File: src/rtl/ovw_pkg.sv
package ovw_pkg;

  localparam int DEPTH_W = 6;

  // Storage bits occupied by one pixel of the given depth.
  function automatic logic [DEPTH_W-1:0] slot_bits(input logic [DEPTH_W-1:0] depth);
    logic [DEPTH_W-1:0] r;
    case (depth)
      6'd1, 6'd2, 6'd4, 6'd8, 6'd16, 6'd32: r = depth;
      default:                              r = 6'd32;
    endcase
    return r;
  endfunction

endpackage

File: src/rtl/ovw_win_detect.sv
module ovw_win_detect #(
  parameter int CW = 12
) (
  input  logic          clk,
  input  logic          rst_n,
  input  logic          pix_valid,
  input  logic [CW-1:0] pix_x,
  input  logic [CW-1:0] pix_y,
  input  logic [CW-1:0] tl_x,
  input  logic [CW-1:0] tl_y,
  input  logic [CW-1:0] br_x,
  input  logic [CW-1:0] br_y,
  output logic          hit,
  output logic          first_pix,
  output logic          last_pix,
  output logic          in_win
);

  logic in_win_n;

  always_comb begin
    hit       = pix_valid && (pix_x >= tl_x) && (pix_x <= br_x) &&
                (pix_y >= tl_y) && (pix_y <= br_y);
    first_pix = hit && (pix_x == tl_x) && (pix_y == tl_y);
    last_pix  = hit && (pix_x == br_x);
    in_win_n  = hit;
  end

  always_ff @(posedge clk or negedge rst_n) begin
    if (!rst_n) in_win <= 1'b0;
    else        in_win <= in_win_n;
  end

endmodule

File: src/rtl/ovw_word_pacer.sv
module ovw_word_pacer
  import ovw_pkg::*;
#(
  parameter int WORD_BITS = 32,
  parameter int OWE_W     = 4
) (
  input  logic               clk,
  input  logic               rst_n,
  input  logic               hit,
  input  logic               first_pix,
  input  logic               last_pix,
  input  logic [DEPTH_W-1:0] bits,
  input  logic               take,
  input  logic               done,
  output logic               inc,
  output logic [OWE_W-1:0]   owed,
  output logic               owed_nz
);

  localparam int ACC_W = $clog2(WORD_BITS) + 2;
  localparam logic [OWE_W-1:0] OWE_MAX = '1;

  logic [ACC_W-1:0] acc, acc_n, acc_base, acc_sum;
  logic [OWE_W-1:0] owed_n, owed_dec;
  logic             full;

  always_comb begin
    acc_base = first_pix ? '0 : acc;
    acc_sum  = acc_base + {{(ACC_W-DEPTH_W){1'b0}}, bits};
    full     = acc_sum >= ACC_W'(WORD_BITS);
    inc      = hit && (full || last_pix);
    acc_n    = acc;
    if (hit) acc_n = (full || last_pix) ? '0 : acc_sum;

    owed_dec = (take && (owed != '0)) ? owed - 1'b1 : owed;
    if (first_pix)     owed_n = inc ? OWE_W'(1) : '0;
    else if (done)     owed_n = '0;
    else if (inc && owed_dec != OWE_MAX) owed_n = owed_dec + 1'b1;
    else               owed_n = owed_dec;
  end

  always_ff @(posedge clk or negedge rst_n) begin
    if (!rst_n) begin
      acc  <= '0;
      owed <= '0;
    end else begin
      acc  <= acc_n;
      owed <= owed_n;
    end
  end

  assign owed_nz = owed != '0;

endmodule

File: src/rtl/ovw_addr_walker.sv
module ovw_addr_walker #(
  parameter int ADDR_W     = 32,
  parameter int LB_W       = 16,
  parameter int WORD_BYTES = 4
) (
  input  logic              clk,
  input  logic              rst_n,
  input  logic              restart,
  input  logic              take,
  input  logic [ADDR_W-1:0] buf_start,
  input  logic [ADDR_W-1:0] buf_end,
  input  logic [LB_W-1:0]   line_bytes,
  input  logic [LB_W-1:0]   line_skip,
  output logic [ADDR_W-1:0] addr,
  output logic              done
);

  logic [ADDR_W-1:0] line_base, line_base_n, addr_n, step_addr;
  logic [LB_W-1:0]   off, off_n;
  logic [LB_W:0]     off_step;
  logic              done_n, line_last;

  always_comb begin
    off_step  = {1'b0, off} + (LB_W+1)'(WORD_BYTES);
    line_last = off_step >= {1'b0, line_bytes};
    step_addr = line_last
              ? line_base + {{(ADDR_W-LB_W){1'b0}}, line_bytes}
                          + {{(ADDR_W-LB_W){1'b0}}, line_skip}
              : addr + ADDR_W'(WORD_BYTES);
    line_base_n = line_base;
    off_n       = off;
    addr_n      = addr;
    done_n      = done;
    if (restart) begin
      line_base_n = buf_start;
      addr_n      = buf_start;
      off_n       = '0;
      done_n      = buf_start >= buf_end;
    end else if (take) begin
      if (line_last) begin
        line_base_n = step_addr;
        off_n       = '0;
      end else begin
        off_n = off_step[LB_W-1:0];
      end
      addr_n = step_addr;
      if (step_addr >= buf_end) done_n = 1'b1;
    end
  end

  always_ff @(posedge clk or negedge rst_n) begin
    if (!rst_n) begin
      line_base <= '0;
      addr      <= '0;
      off       <= '0;
      done      <= 1'b0;
    end else begin
      line_base <= line_base_n;
      addr      <= addr_n;
      off       <= off_n;
      done      <= done_n;
    end
  end

endmodule

File: src/rtl/ovw_addr_gen.sv
module ovw_addr_gen
  import ovw_pkg::*;
#(
  parameter int CW        = 12,
  parameter int ADDR_W    = 32,
  parameter int LB_W      = 16,
  parameter int WORD_BITS = 32,
  parameter int OWE_W     = 4
) (
  input  logic               clk,
  input  logic               rst_n,
  input  logic               pix_valid,
  input  logic [CW-1:0]      pix_x,
  input  logic [CW-1:0]      pix_y,
  input  logic [CW-1:0]      win_tl_x,
  input  logic [CW-1:0]      win_tl_y,
  input  logic [CW-1:0]      win_br_x,
  input  logic [CW-1:0]      win_br_y,
  input  logic [ADDR_W-1:0]  buf_start,
  input  logic [ADDR_W-1:0]  buf_end,
  input  logic [LB_W-1:0]    line_bytes,
  input  logic [LB_W-1:0]    line_skip,
  input  logic [DEPTH_W-1:0] pix_depth,
  input  logic               fetch_ready,
  output logic               in_win,
  output logic               fetch_req,
  output logic [ADDR_W-1:0]  fetch_addr,
  output logic               buf_done
);

  localparam int WORD_BYTES = WORD_BITS / 8;

  logic               hit, first_pix, last_pix, inc, owed_nz, take;
  logic [OWE_W-1:0]   owed;
  logic [DEPTH_W-1:0] bits;

  assign bits      = slot_bits(pix_depth);
  assign fetch_req = owed_nz && !buf_done;
  assign take      = fetch_req && fetch_ready;

  ovw_win_detect #(.CW(CW)) u_detect (
    .clk(clk), .rst_n(rst_n), .pix_valid(pix_valid),
    .pix_x(pix_x), .pix_y(pix_y),
    .tl_x(win_tl_x), .tl_y(win_tl_y), .br_x(win_br_x), .br_y(win_br_y),
    .hit(hit), .first_pix(first_pix), .last_pix(last_pix), .in_win(in_win)
  );

  ovw_word_pacer #(.WORD_BITS(WORD_BITS), .OWE_W(OWE_W)) u_pacer (
    .clk(clk), .rst_n(rst_n), .hit(hit), .first_pix(first_pix),
    .last_pix(last_pix), .bits(bits), .take(take), .done(buf_done),
    .inc(inc), .owed(owed), .owed_nz(owed_nz)
  );

  ovw_addr_walker #(.ADDR_W(ADDR_W), .LB_W(LB_W), .WORD_BYTES(WORD_BYTES)) u_walker (
    .clk(clk), .rst_n(rst_n), .restart(first_pix), .take(take),
    .buf_start(buf_start), .buf_end(buf_end),
    .line_bytes(line_bytes), .line_skip(line_skip),
    .addr(fetch_addr), .done(buf_done)
  );

endmodule


File: config.mk
export PLATFORM = sky130hd
export DESIGN_NAME = ovw_addr_gen
export DESIGN_NICKNAME = d
export VERILOG_FILES = /design/src/rtl/ovw_pkg.sv /design/src/rtl/ovw_win_detect.sv /design/src/rtl/ovw_word_pacer.sv /design/src/rtl/ovw_addr_walker.sv /design/src/rtl/ovw_addr_gen.sv
export SDC_FILE = /design/constraint.sdc
export NUM_CORES = 1
export LEC_CHECK = 0
export BUFFER_PORTS_ARGS = -buffer_cell sky130_fd_sc_hd__buf_2
export CORE_MARGIN = 5
export CORE_UTILIZATION = 57
export CTS_CLUSTER_SIZE = 28
export DETAILED_ROUTE_END_ITERATION = 16
export PLACE_DENSITY = 0.83
export RECOVER_POWER = 100
export SLEW_MARGIN = 25
export SYNTH_ARGS = -nofsm -noshare
export SYNTH_HDL_FRONTEND = slang
export SYNTH_SLANG_ARGS = --single-unit
File: constraint.sdc
create_clock -name clk -period 5.25 [get_ports clk]
set_input_delay 0.525 -clock clk [delete_from_list [all_inputs] [get_ports clk]]
set_output_delay 0.525 -clock clk [all_outputs]
set_load 0.05 [all_outputs]
=== After elaboration in Yosys (flattened, before gate mapping) ===
Cells that the tools add are included.

* Register bits: 93
* Latch bits: 0
* Bits in writable memories: 0
* Bits in read-only memories: 0
* Word-level logic and storage cells: 73
* Memories kept: 0

* Add/sub/neg operators: 7
* $mul: 0
* Div/mod/pow operators: 0
* $lt $le $gt $ge: 8
* Equal/unequal tests: 10
* Shifts and indexed selects: 0
* Muxes and demuxes: 20
* Bitwise gates (word level): 0
* Reductions and logical operators: 21

{| class="wikitable"
|+ Operator list
! kind !! count
|-
| 32-bit two-way mux || 6
|-
| 32-bit by 16-bit adder with 32-bit output || 2
|-
| 32-bit >= comparator || 2
|-
| 16-bit two-way mux || 3
|-
| 12-bit == test || 3
|-
| 32-bit by 3-bit adder with 32-bit output (second input constant) || 1
|-
| 12-bit >= comparator || 2
|-
| 12-bit less-or-equal comparator || 2
|-
| 16-bit by 3-bit adder with 17-bit output (second input constant) || 1
|-
| 17-bit by 16-bit >= comparator with 1-bit output || 1
|-
| 4-bit two-way mux || 4
|-
| 7-bit two-way mux || 2
|-
| 1-bit logical AND || 12
|-
| 7-bit by 6-bit adder with 7-bit output || 1
|-
| 7-bit by 6-bit >= comparator with 1-bit output (second input constant) || 1
|-
| 6-bit by 1-bit == test with 1-bit output (second input constant) || 1
|-
| 6-bit by 2-bit == test with 1-bit output (second input constant) || 1
|-
| 6-bit by 3-bit == test with 1-bit output (second input constant) || 1
|-
| 6-bit by 4-bit == test with 1-bit output (second input constant) || 1
|-
| 6-bit by 5-bit == test with 1-bit output (second input constant) || 1
|-
| 6-bit == test (second input constant) || 1
|-
| 6-bit two-way mux || 1
|-
| 2-bit nonzero test || 3
|-
| 6-bit OR reduction || 1
|-
| 8 further kinds || 12
|}

=== Depth between registers and ports, before layout ===
* Depth after elaboration: 16
* Gate-level depth with buffers: 27
* Gate-level depth less buffers: 24

=== Modules after synthesis ===
Synthesis repeated with hierarchy kept, for this count alone.

* Cells, all modules: 1261
* Area, all modules: 10450.0 um^2

{| class="wikitable"
|+ By module, submodules not included
! module !! times used !! cells each !! area an instance (um^2) !! seq. area each (um^2)
|-
| ovw_addr_walker || 1 || 966 || 8169.1 || 1976.9
|-
| ovw_win_detect || 1 || 173 || 1249.9 || 25.0
|-
| ovw_word_pacer || 1 || 108 || 909.6 || 275.3
|-
| ovw_addr_gen || 1 || 14 || 121.4 || 0.0
|}

=== Worst setup path before layout ===
Ideal clock, no wire load.

* Path type: register -> register
* Start: reg u_walker.off[2]
* End: reg u_walker.done
* Setup time: 0.082 ns
* Data arrival time: 4.351 ns
* Data required time: 5.168 ns
* Path slack: 0.817 ns
* Cell stages (with the launch flop): 27
* Buffers on the path: 3
* Clock period less this slack: 4.433 ns
* Cell sequence: dfrtp_1 ha_1 and3_4 and3_4 and3_4 nand3_1 xnor2_1 ha_1 a21o_1 a21oi_1 o31ai_1 a31oi_2 and2_4 buf_6 buf_2 buf_4 a21oi_1 ha_1 a21oi_1 nor2b_1 o21ai_0 a21oi_1 o21ai_0 nand2b_1 a21oi_1 a2111o_1 a31oi_1

* Word-level cells in the longest chain between the ends: 6

{| class="wikitable"
|+ Ends and longest elaborated chain
! item !! line !! source
|-
| start: declaration || ovw_addr_walker.sv:19 || <nowiki>logic [LB_W-1:0] off, off_n;</nowiki>
|-
| start signal: assignment || ovw_addr_walker.sv:60 || <nowiki>off <= off_n;</nowiki>
|-
| 16-bit by 3-bit adder with 17-bit output || ovw_addr_walker.sv:24 || <nowiki>off_step = {1'b0, off} + (LB_W+1)'(WORD_BYTES);</nowiki>
|-
| 17-bit by 16-bit >= comparator with 1-bit output || ovw_addr_walker.sv:25 || <nowiki>line_last = off_step >= {1'b0, line_bytes};</nowiki>
|-
| 32-bit two-way mux || ovw_addr_walker.sv:27 || <nowiki>? line_base + {{(ADDR_W-LB_W){1'b0}}, line_bytes}</nowiki>
|-
| 32-bit >= comparator || ovw_addr_walker.sv:47 || <nowiki>if (step_addr >= buf_end) done_n = 1'b1;</nowiki>
|-
| 2-bit nonzero test (no source line) || n/a ||
|-
| 2-bit AND reduction (no source line) || n/a ||
|-
| end signal: assignment || ovw_addr_walker.sv:61 || <nowiki>done <= done_n;</nowiki>
|-
| end: declaration || ovw_addr_walker.sv:15 || <nowiki>output logic done</nowiki>
|}

No other way between the ends.
A chain may end at the register's enable or synchronous reset.

=== Worst setup path in the final report ===
Same ends and word-level chain as after synthesis.

==> run metrics <==
RePlAce Congestion 0.9539; Worst-path clk slew 0.07 ns; most common library cell in the layout ignoring fill and taps buf_2; Layout area overhead 14.29%; largest net degree at the start of global routing 53; 1st-pass router iterations 7; crit-path max cell delay 0.41 ns; H-tree level count 3; diode count 0; Async S/R FF share, synth 100.0%; Post-Route WL 30210 µm; DR vias/cell 5.989; Antenna Nets Post-Route 0; FP Rows 49; crit path max-delay cell type dfrtp_1; Hold WC Path Type input port to flip-flop; Worst setup EP type flip-flop; min Tclk post-route ~4.9 ns; CTS tree done; starting density of the core 57.51%; Final period util 93.38%; all-layer global routing usage 28.69%; peak supply drop 0.0003820 V; clock tree buffer depth 2; XOR/XNOR Fraction of Synth Area 7.328%; syn nets 1604; Final Setup Violations 0; routed length per instance 17.94 µm; post-route DRC violation count 0; CTS Root Cell clkbuf_16; Skew-Pair Late Insertion Delay 0.36 ns; Layout Utilization 65.73%; Crit path top cell by count and3_4; P per Cell Area 259.3 nW/µm²; total CTS buffers 9; Core Box Area 17840 µm²; max-cap viol count 2; CP required 5.53 ns; DRT iter0 DRCs 669; Worst setup SP type flip-flop; Ys Warns 0; Post-Syn Area between 10000 and 15000 µm²; Die Ht 144.2 µm; failing checks max-capacitance violations, max-slew violations; Syn Inst Count 1256; nets between 1500 and 2000; worst hold slack 0.4328 ns; mux share of post-synthesis cell area less than 1%; I/O pin cnt 213; Die W 144.2 µm; Post-Synth Adder-Cell Area between 20% and 30%; Worst Skew 0.01230 ns; syn avg cell area 8.170 µm²; post-synth cell types 77; status finished, violations left; max-slew violations 79; fraction of layout cells with a size suffix above 1 between 15 and 20%; Worst Path Class, Setup flip-flop to flip-flop; most frequent cells in the layout buf_2 (175), ha_1 (151), nand2_1 (126), a21oi_1 (121), inv_1 (116); worst relative slew slack -92.97%; DIE AREA 20790 µm²; post-synthesis compound-gate area fraction 21.23%; setup_tns 0 ns; leakage approximately 0.0059 µW; Synth Area in Simple Gates 20.16%; # clock sinks 91; Final Hold Fails 0; first-pass GRT wire length 47930 µm; hpwl dp 23950 µm; vias in the first global route 10140; Crit Path Max Fanout 5; Achievable Freq 204.0 MHz; Via Count 10090; Seq/Total Area, Yosys 22.19%; number of flops mapped to enable cells by yosys 0; main flop type after synthesis dfrtp_1; remaining global-route overflow 0; largest family of logic cells by synthesized area adder cells; Tightest Pin Transition between 2 and 3 ns; CP cell instances ha_2 > and3_4 > and3_4 > and3_4 > nand3_1 > xnor2_2 > ha_1 > a21o_1 > a21oi_1 > o31ai_1 > a31oi_2 > and2_4 > mux2i_2 > ha_1 > nand2b_1 > a21o_1 > a21oi_1 > o211ai_1 > o2111ai_1 > a211oi_2 > o21ai_0 > a2111o_1 > a31oi_1; Worst EP arrival 5.18 ns; number of synthesized register bits 91; antenna violations before repair 0; RSZ-0062 raised after global routing no; Port Buffers 212
-- synth_stat cells, types with 9 or more instances --
cell type | instances | share of area [%]
a211oi_1 | 13 | 0.95
a21oi_2 | 12 | 1.0
o21ai_0 | 71 | 3.5
clkbuf_1 | 17 | 0.62
nor3_1 | 16 | 0.78
xnor2_1 | 53 | 4.5
xor2_1 | 31 | 2.6
and3_1 | 14 | 0.85
buf_2 | 13 | 0.63
nand2_1 | 125 | 4.6
a21oi_1 | 116 | 5.7
dfrtp_1 | 91 | 22
nand4_1 | 36 | 2.2
ha_1 | 152 | 19
nor2_1 | 98 | 3.6
inv_1 | 116 | 4.2
o21a_1 | 11 | 0.80
and2_1 | 13 | 0.79
nand3_1 | 38 | 1.9
and4_1 | 9 | 0.77
fa_1 | 18 | 3.5
a31oi_1 | 20 | 1.2
a21o_1 | 31 | 2.3
nor2b_1 | 10 | 0.61
-- critical path: cells and delay by family, from the launching register on --
family / cells / cell delay, ns
mux: 1 / 0.24
fa+ha+maj: 3 / 0.68
simple gates: 6 / 1.09
xor+xnor: 1 / 0.17
compound gates: 12 / 2.21
flops: 1 / 0.41
-- kinds of logic after synthesis --
| group | Yosys count |
|---|---|
| AND/OR/NAND/NOR | 408 |
| AO/OA/AOI/OAI | 338 |
| adder cells (fa/ha/maj) | 170 |
| buffers and inverters | 158 |
| flip-flops | 91 |
| XOR/XNOR | 85 |
| multiplexers | 6 |
-- where the power goes --
group / switching (µW) / internal (µW) / leakage, µW
Sequential: 124 / 788 / 0.00121
Combinational: 888 / 486 / 0.00454
Clock: 309 / 446 / 0.000162
-- final cells by class --
cell class                      count  area, µm²
Clock buffer                       11      252.7
Clock inverter                      5      85.08
Fill cell                        1558       6113
Inverter                          116      435.4
Multi-Input combinational cell   1008       7287
Sequential cell                    91       2277
Tap cell                          229      286.5
Timing Repair Buffer              224       1104
-- stage by stage --
stage	area (µm²)	setup WS (ns)	power, µW	instances
2_1_floorplan	10260	0.8171	1872	1256
3_3_place_gp	11480	0.3479	2255	1666
3_5_place_dp	11480	0.2297	2298	1666
4_1_cts	11820	0.1698	3054	1682
5_1_grt	11730	0.01316	3230	1684
6_report	11730	0.3477	3041	1684
-- registers in the layout, summed over array words and instances (netlist names) --
name / flops
u_walker.addr: 32
u_detect.in_win: 1
u_walker.line_base: 32
u_walker.done: 1
u_pacer.acc: 7
u_walker.off: 14
u_pacer.owed: 4
-- timing repair --
action,4_1_cts,5_1_grt
resized for setup,0,8
buffers inserted,0,1
hold buffers,0,0
endpoints found under the setup margin,0,1
-- worst paths after layout --
| check | slack [ns] | depth (start not counted) | endpoint | from |
|---|---|---|---|---|
| setup / recovery | 0.35 | 23 | u_walker.done | u_walker.off[2] |
| min in group asynchronous | 1.10 | 1 | u_walker.addr[1] | rst_n |
| hold reg to reg | 0.47 | 2 | u_pacer.acc[2] | u_pacer.acc[2] |
| hold / removal | 0.43 | 3 | u_walker.line_base[0] | buf_start[0] |
| setup reg to reg | 0.35 | 23 | u_walker.done | u_walker.off[2] |
| max in group asynchronous | 1.89 | 2 | u_walker.line_base[7] | rst_n |
-- per-layer routing --
| layer | up-vias | share of wire [%] | global-route usage [%] |
|---|---|---|---|
| li1 | 4855 | - | - |
| met5 | - | 0 | 0 |
| met2 | 414 | 49 | 50.64 |
| met4 | 0 | 3.4 | 10.31 |
| met1 | 4737 | 40 | 34.66 |
| met3 | 80 | 7.5 | 5.853 |
Power figures use the tool's default switching activity.
